**config.mk**
```make
export PLATFORM = sky130hd
export DESIGN_NAME = spiAddrSlave
export DESIGN_NICKNAME = d
export VERILOG_FILES = /design/src/rtl/spiAddrSlavePkg.sv /design/src/rtl/spiPinSync.sv /design/src/rtl/spiSlvCtrl.sv /design/src/rtl/spiSlvDatapath.sv /design/src/rtl/spiAddrSlave.sv
export SDC_FILE = /design/constraint.sdc
export NUM_CORES = 1
export LEC_CHECK = 0
export CAP_MARGIN = 30
export CORE_ASPECT_RATIO = 0.5
export CORE_MARGIN = 2
export CORE_UTILIZATION = 52
export CTS_CLUSTER_SIZE = 30
export DETAILED_ROUTE_END_ITERATION = 6
export GPL_ROUTABILITY_DRIVEN = 0
export PLACE_DENSITY = 0.89
export SLEW_MARGIN = 20
export SYNTH_ARGS = -nofsm -noshare
export SYNTH_HDL_FRONTEND = slang
export SYNTH_HIERARCHICAL = 1
export SYNTH_SLANG_ARGS = --single-unit
```
**constraint.sdc**
```tcl
create_clock -name clk -period 2.1 [get_ports clk]
set_input_delay 0.42 -clock clk [delete_from_list [all_inputs] [get_ports clk]]
set_output_delay 0.42 -clock clk [all_outputs]
set_load 0.01 [all_outputs]
```
**src/rtl/spiAddrSlavePkg.sv**
```systemverilog
package spiAddrSlavePkg;

  typedef enum logic [1:0] {
    ST_IDLE,
    ST_HDR,
    ST_DATA,
    ST_PASS
  } slvState_e;

  typedef enum logic [1:0] {
    OUT_PASS,
    OUT_TX,
    OUT_ZERO
  } outSel_e;

  typedef struct packed {
    logic    clear;
    logic    shiftIn;
    logic    hdrLatch;
    logic    wrLatch;
    logic    txLoad;
    logic    fallUpd;
    outSel_e outSel;
  } ctrlStb_t;

endpackage

```
**src/rtl/spiPinSync.sv**
```systemverilog
module spiPinSync #(
  parameter int STAGES = 2
) (
  input  logic clk,
  input  logic rstN,
  input  logic sckIn,
  input  logic csNIn,
  input  logic sdiIn,
  output logic sckRise,
  output logic sckFall,
  output logic csActive,
  output logic sdiS
);

  logic [STAGES-1:0] sckP;
  logic [STAGES-1:0] csP;
  logic [STAGES-1:0] sdiP;
  logic              sckLast;

  for (genvar g = 0; g < STAGES; g++) begin : gStage
    if (g == 0) begin : gFirst
      always_ff @(posedge clk or negedge rstN) begin
        if (!rstN) begin
          sckP[g] <= 1'b0;
          csP[g]  <= 1'b1;
          sdiP[g] <= 1'b0;
        end else begin
          sckP[g] <= sckIn;
          csP[g]  <= csNIn;
          sdiP[g] <= sdiIn;
        end
      end
    end else begin : gNext
      always_ff @(posedge clk or negedge rstN) begin
        if (!rstN) begin
          sckP[g] <= 1'b0;
          csP[g]  <= 1'b1;
          sdiP[g] <= 1'b0;
        end else begin
          sckP[g] <= sckP[g-1];
          csP[g]  <= csP[g-1];
          sdiP[g] <= sdiP[g-1];
        end
      end
    end
  end

  always_ff @(posedge clk or negedge rstN) begin
    if (!rstN) sckLast <= 1'b0;
    else       sckLast <= sckP[STAGES-1];
  end

  assign sckRise  = sckP[STAGES-1] & ~sckLast;
  assign sckFall  = ~sckP[STAGES-1] & sckLast;
  assign csActive = ~csP[STAGES-1];
  assign sdiS     = sdiP[STAGES-1];

endmodule

```
**src/rtl/spiSlvCtrl.sv**
```systemverilog
module spiSlvCtrl
  import spiAddrSlavePkg::*;
#(
  parameter int ID_W   = 2,
  parameter int HDR_W  = 8,
  parameter int DATA_W = 8
) (
  input  logic            clk,
  input  logic            rstN,
  input  logic            csActive,
  input  logic            sckRise,
  input  logic            sckFall,
  input  logic [ID_W-1:0] devId,
  input  logic [ID_W-1:0] hdrId,
  input  logic            hdrRd,
  output ctrlStb_t        stb,
  output logic            rdStb,
  output logic            wrStb
);

  localparam int RX_W  = (HDR_W > DATA_W) ? HDR_W : DATA_W;
  localparam int CNT_W = $clog2(RX_W);
  localparam logic [CNT_W-1:0] HDR_LAST  = CNT_W'(HDR_W - 1);
  localparam logic [CNT_W-1:0] DATA_LAST = CNT_W'(DATA_W - 1);

  slvState_e        state;
  logic [CNT_W-1:0] bitCnt;
  logic             isRead;
  logic             rdStbD;
  logic             active;
  logic             hdrDone;
  logic             dataDone;
  logic             hit;

  assign active   = csActive && (state != ST_IDLE);
  assign hdrDone  = (state == ST_HDR) && (bitCnt == HDR_LAST);
  assign dataDone = (state == ST_DATA) && (bitCnt == DATA_LAST);
  assign hit      = (hdrId == devId);

  always_comb begin
    stb          = '0;
    stb.clear    = ~csActive;
    stb.shiftIn  = active && sckRise;
    stb.hdrLatch = active && sckRise && hdrDone;
    stb.wrLatch  = active && sckRise && dataDone && !isRead;
    stb.txLoad   = rdStbD;
    stb.fallUpd  = active && sckFall;
    if (state == ST_DATA) stb.outSel = isRead ? OUT_TX : OUT_ZERO;
    else                  stb.outSel = OUT_PASS;
  end

  always_ff @(posedge clk or negedge rstN) begin
    if (!rstN) begin
      state  <= ST_IDLE;
      bitCnt <= '0;
      isRead <= 1'b0;
      rdStb  <= 1'b0;
      rdStbD <= 1'b0;
      wrStb  <= 1'b0;
    end else begin
      rdStb  <= 1'b0;
      wrStb  <= 1'b0;
      rdStbD <= rdStb;
      if (!csActive) begin
        state  <= ST_IDLE;
        bitCnt <= '0;
        isRead <= 1'b0;
      end else begin
        case (state)
          ST_IDLE: begin
            state  <= ST_HDR;
            bitCnt <= '0;
          end
          ST_HDR: begin
            if (sckRise) begin
              if (hdrDone) begin
                bitCnt <= '0;
                if (hit) begin
                  state  <= ST_DATA;
                  isRead <= hdrRd;
                  rdStb  <= hdrRd;
                end else begin
                  state <= ST_PASS;
                end
              end else begin
                bitCnt <= bitCnt + 1'b1;
              end
            end
          end
          ST_DATA: begin
            if (sckRise) begin
              if (dataDone) begin
                bitCnt <= '0;
                state  <= ST_PASS;
                wrStb  <= !isRead;
              end else begin
                bitCnt <= bitCnt + 1'b1;
              end
            end
          end
          default: state <= ST_PASS;
        endcase
      end
    end
  end

endmodule

```
**src/rtl/spiSlvDatapath.sv**
```systemverilog
module spiSlvDatapath
  import spiAddrSlavePkg::*;
#(
  parameter int ID_W   = 2,
  parameter int ADR_W  = 5,
  parameter int DATA_W = 8
) (
  input  logic              clk,
  input  logic              rstN,
  input  ctrlStb_t          stb,
  input  logic              sdiS,
  input  logic              busMode,
  input  logic [DATA_W-1:0] rdData,
  output logic [ID_W-1:0]   hdrId,
  output logic              hdrRd,
  output logic [ADR_W-1:0]  regAddr,
  output logic [DATA_W-1:0] wrData,
  output logic              soc,
  output logic              sob,
  output logic              sobOe
);

  localparam int HDR_W = ID_W + 1 + ADR_W;
  localparam int RX_W  = (HDR_W > DATA_W) ? HDR_W : DATA_W;

  logic [RX_W-1:0]   rxShift;
  logic [RX_W-1:0]   rxNext;
  logic [DATA_W-1:0] txShift;
  logic              outBit;
  logic              oe;

  assign rxNext = {rxShift[RX_W-2:0], sdiS};
  assign hdrId  = rxNext[HDR_W-1 -: ID_W];
  assign hdrRd  = rxNext[ADR_W];

  always_ff @(posedge clk or negedge rstN) begin
    if (!rstN) begin
      rxShift <= '0;
      regAddr <= '0;
      wrData  <= '0;
    end else begin
      if (stb.clear)    rxShift <= '0;
      else if (stb.shiftIn) rxShift <= rxNext;
      if (stb.hdrLatch) regAddr <= rxNext[ADR_W-1:0];
      if (stb.wrLatch)  wrData  <= rxNext[DATA_W-1:0];
    end
  end

  always_ff @(posedge clk or negedge rstN) begin
    if (!rstN) begin
      txShift <= '0;
      outBit  <= 1'b0;
      oe      <= 1'b0;
    end else if (stb.clear) begin
      txShift <= '0;
      outBit  <= 1'b0;
      oe      <= 1'b0;
    end else begin
      if (stb.txLoad) begin
        txShift <= rdData;
      end else if (stb.fallUpd) begin
        case (stb.outSel)
          OUT_TX: begin
            outBit  <= txShift[DATA_W-1];
            txShift <= {txShift[DATA_W-2:0], 1'b0};
            oe      <= 1'b1;
          end
          OUT_ZERO: begin
            outBit <= 1'b0;
            oe     <= 1'b0;
          end
          default: begin
            outBit <= rxShift[0];
            oe     <= 1'b0;
          end
        endcase
      end
    end
  end

  assign soc   = busMode ? 1'b0 : outBit;
  assign sobOe = busMode & oe;
  assign sob   = sobOe & outBit;

endmodule

```
**src/rtl/spiAddrSlave.sv**
```systemverilog
module spiAddrSlave
  import spiAddrSlavePkg::*;
#(
  parameter int SYNC_STAGES = 2,
  parameter int ID_W        = 2,
  parameter int ADR_W       = 5,
  parameter int DATA_W      = 8
) (
  input  logic              clk,
  input  logic              rstN,
  input  logic              sck,
  input  logic              csN,
  input  logic              sdi,
  input  logic              busMode,
  input  logic [ID_W-1:0]   devId,
  output logic              soc,
  output logic              sob,
  output logic              sobOe,
  output logic [ADR_W-1:0]  regAddr,
  output logic              regRdStb,
  input  logic [DATA_W-1:0] regRdData,
  output logic              regWrStb,
  output logic [DATA_W-1:0] regWrData
);

  localparam int HDR_W = ID_W + 1 + ADR_W;

  logic            sckRise;
  logic            sckFall;
  logic            csActive;
  logic            sdiS;
  logic [ID_W-1:0] hdrId;
  logic            hdrRd;
  ctrlStb_t        stb;

  spiPinSync #(.STAGES(SYNC_STAGES)) uSync (
    .clk(clk), .rstN(rstN), .sckIn(sck), .csNIn(csN), .sdiIn(sdi),
    .sckRise(sckRise), .sckFall(sckFall), .csActive(csActive), .sdiS(sdiS)
  );

  spiSlvCtrl #(.ID_W(ID_W), .HDR_W(HDR_W), .DATA_W(DATA_W)) uCtrl (
    .clk(clk), .rstN(rstN), .csActive(csActive), .sckRise(sckRise),
    .sckFall(sckFall), .devId(devId), .hdrId(hdrId), .hdrRd(hdrRd),
    .stb(stb), .rdStb(regRdStb), .wrStb(regWrStb)
  );

  spiSlvDatapath #(.ID_W(ID_W), .ADR_W(ADR_W), .DATA_W(DATA_W)) uDp (
    .clk(clk), .rstN(rstN), .stb(stb), .sdiS(sdiS), .busMode(busMode),
    .rdData(regRdData), .hdrId(hdrId), .hdrRd(hdrRd), .regAddr(regAddr),
    .wrData(regWrData), .soc(soc), .sob(sob), .sobOe(sobOe)
  );

endmodule

```
==> results.py <==
metrics = {
    "outcome": {
        "status": "complete, no violations",
    },
    "synth": {
        "synth-edff-count": 0,
        "yosys.area.top_type_share_pct": 52.5,
        "syn_inst": 165,
        "synth.largest_area_cell": "dfrtp_1",
        "netlist_area_um2": 2100,
        "ys_ff_latch": 46,
        "synthDistinctLibCells": 36,
        "synth_nets": 187,
        "synth_area_leaders": "dfrtp_1 (53%), mux2i_1 (8.1%), mux2_2 (7.0%)",
        "yosysWarningCount": 6,
        "async_flop_share_pct": 100,
        "ys.flop_type": "dfrtp_1",
        "synth-seq-area-share_pct": 55.0,
        "synth.avg_cell_area_um2": 12.7,
    },
    "clock_tree": {
        "root_buffer": "clkbuf_8",
        "cts_tree": "yes",
        "postCtsHoldBufs": 0,
        "clkTransAtPathRegs_ns": 0.08,
        "clk_latency_ns": 0.29,
        "post-cts-setup-buffers": 0,
        "htreeDepth": 2,
        "cts_buffer_depth": 2,
        "cts_sinks": 46,
        "cts_made_buffers": 5,
    },
    "floorplanning": {
        "start_util_pct": 54.0,
        "die_x_um": 93.8,
        "die_area_um2": 4590,
        "coreArea_um2": 3880,
        "die-height_um": 48.9,
        "placementRows": 16,
        "io_pins": 34,
    },
    "global_routing": {
        "grt_pass1_wl_um": 6360,
        "grt_pass1_vias": 1356,
        "grt_start_max_net_pins": 47,
        "antenna_found_initial": 0,
        "grt-ovfl-total": 0,
        "grt.total_usage_pct": 18.2,
    },
    "routing": {
        "routed_wl_um": 3790,
        "route.vias.total": 1320,
        "post_drt_wl_per_cell_um": 14.9,
        "viasPerCell": 5.18,
        "drc": 0,
        "final_antenna_net_count": 0,
        "drtIter0Drc": 69,
        "dr.pass1.iters": 4,
    },
    "pwr": {
        "switching_power_mw": 0.454,
        "peakVddDrop_uv": 386,
        "clockPowerShare_pct": 34.8,
        "power_mw": 1.84,
        "power.density_nw_per_um2": 716,
        "pwr-share-comb_pct": 14.5,
        "leakagePower_nw": 1.16,
        "intPower_mw": 1.39,
        "p_seq_share_pct": 50.7,
        "power.share.switching_pct": 24.6,
    },
    "cells_and_area": {
        "synthToLayoutAreaGrowth_pct": 22.7,
        "fin_util_pct": 66.3,
        "fillCellCount": 279,
        "drive_gt1_share_pct": 22.4,
        "nNetsFinal": 222,
        "diodes": 0,
        "postLayoutCellArea_um2": 2570,
    },
    "hold_path": {
        "hold_path.class": "input port to asynchronous set/reset pin",
    },
    "placed_design": {
        "dp_hpwl_um": 2640,
        "postPlaceCellArea_um2": 2460,
        "portBuffers": 33,
        "pre_cts_slack_ns": 0.0847,
    },
    "timing": {
        "slew_viol_final": 0,
        "fin_skew_ns": 0.00770,
        "fin_tns_setup_ns": 0,
        "period_minus_slack_ns": 2.03,
        "finalSetupViolations": 0,
        "slew-limit-headroom_pct": 62.8,
        "fin_ws_ns": 0.0703,
        "rsz0062_at_grt": "false",
        "max_freq_mhz": 493,
        "fin_crit_sh_pct": 96.7,
        "tightest_slew_ns": 0.558,
        "finalHoldViolations": 0,
    },
    "critical_path": {
        "crit_type": "input port to output port",
        "worstPathMaxFanout": 3,
        "crit_path_start_kind": "input port",
        "worstSetupEndpointType": "output port",
        "required_ns": 1.68,
        "cp.arrival_ns": 1.61,
        "rrSetupSlack_ns": 0.19,
    },
    "job": {
        "cap_violations": 0,
    },
}
==> synth_stat cells, types with 2 or more instances <==
| cell type | instances |
|---|---|
| nand2_1 | 10 |
| nand3_1 | 2 |
| ha_1 | 6 |
| nor2b_1 | 3 |
| and3_1 | 2 |
| buf_6 | 2 |
| inv_1 | 8 |
| nor3_1 | 3 |
| dfrtp_1 | 44 |
| and3_2 | 2 |
| nand2b_1 | 2 |
| xor2_1 | 2 |
| and2b_2 | 2 |
| buf_2 | 4 |
| buf_4 | 3 |
| mux2_4 | 3 |
| o21ai_2 | 2 |
| mux2i_1 | 17 |
| nor2_1 | 10 |
| and2_1 | 2 |
| mux2_2 | 13 |
| dfstp_2 | 2 |
| o31ai_1 | 8 |
==> power by group through the flow <==
stage	clock network, mW	logic (mW)	registers (mW)
finish	0.641	0.267	0.935
global route	0.694	0.298	0.938
CTS	0.668	0.268	0.935
detailed placement	0	0.264	0.952
global placement	0	0.252	0.948
floorplan	0	0.185	0.945
==> worst max-delay path, stage by stage <==
cell,delay (ns)
clkdlybuf4s50_1,0.49
and2_1,0.15
clkdlybuf4s50_1,0.55
==> worst paths after layout <==
kind | to | startpoint | cells after the start
min in group clk | uSync/sckP[1] | uSync/sckP[0] | 0
max | sobOe | busMode | 3
max in group asynchronous | uCtrl/rdStbD | rstN | 2
max reg2reg | uDp/txShift[1] | uCtrl/state[0] | 9
min | uSync/sckP[0] | rstN | 2
min reg2reg | uSync/sckP[1] | uSync/sckP[0] | 0
==> through the flow <==
stage	std cells	hold slack, ns
after detailed placement	247	0.335
after CTS	255	0.208
after global routing	255	0.254
after global placement	247	0.334
final	255	0.197
after floorplan	165	0.124
==> metal layers <==
metal	track usage (%)	share of wire, %	vias to the layer above
met3	4.17	3.7	4
met4	8.45	1.4	0
met5	0	0	-
li1	-	-	636
met2	30.7	50	22
met1	22.4	45	658
==> cells by family (layout without fill, tap and decap cells) <==
| family | Yosys count | in the layout | synth area share [%] |
|---|---|---|---|
| compound gates | 16 | 16 | 7.34 |
| xor+xnor | 2 | 2 | 0.835 |
| buf+inv | 19 | 55 | 4.89 |
| simple gates | 42 | 42 | 10.6 |
| fa+ha+maj | 6 | 6 | 3.58 |
| mux | 34 | 34 | 17.8 |
| flops | 46 | 46 | 55.0 |
==> what timing repair did <==
action / 4_1_cts / 5_1_grt
setup endpoints to repair: 0 / 10
gates resized for setup: 0 / 1
endpoints found under the hold margin: 0 / 0
==> state kept, by name (all words and copies together) (netlist names), 2 cells and up <==
name,count
uDp/txShift,8
uCtrl/bitCnt,3
uSync/csP,2
uCtrl/state,2
uSync/sckP,2
uDp/rxShift,7
uDp/regAddr,5
uDp/wrData,8
==> cell usage in the layout (no fill, tap or decap), types with 2 or more instances in the layout <==
cell and n:
and3_2 2, clkbuf_8 5, and2_1 2, mux2i_1 17
o31ai_1 8, o21ai_2 2, clkdlybuf4s50_1 32, nor3_1 3
mux2_2 13, nor2b_1 3, dfrtp_1 44, dfstp_2 2
nand2_1 10, nor2_1 10, xor2_1 2, and2b_2 2
nand3_1 2, and3_1 2, inv_1 8, nand2b_1 2
buf_4 5, ha_1 5, mux2_4 3
==> layout make-up <==
cell class	instances	area, µm²	share of cell area, %
clock inverters	3	43.8	1.70
inverters	9	33.8	1.31
multi-input cells	100	843	32.8
repair buffers	38	363	14.1
well taps	54	67.6	2.63
clock buffers	5	68.8	2.67
flip-flops and latches	46	1150	44.8
Power figures use the tool's default switching activity.
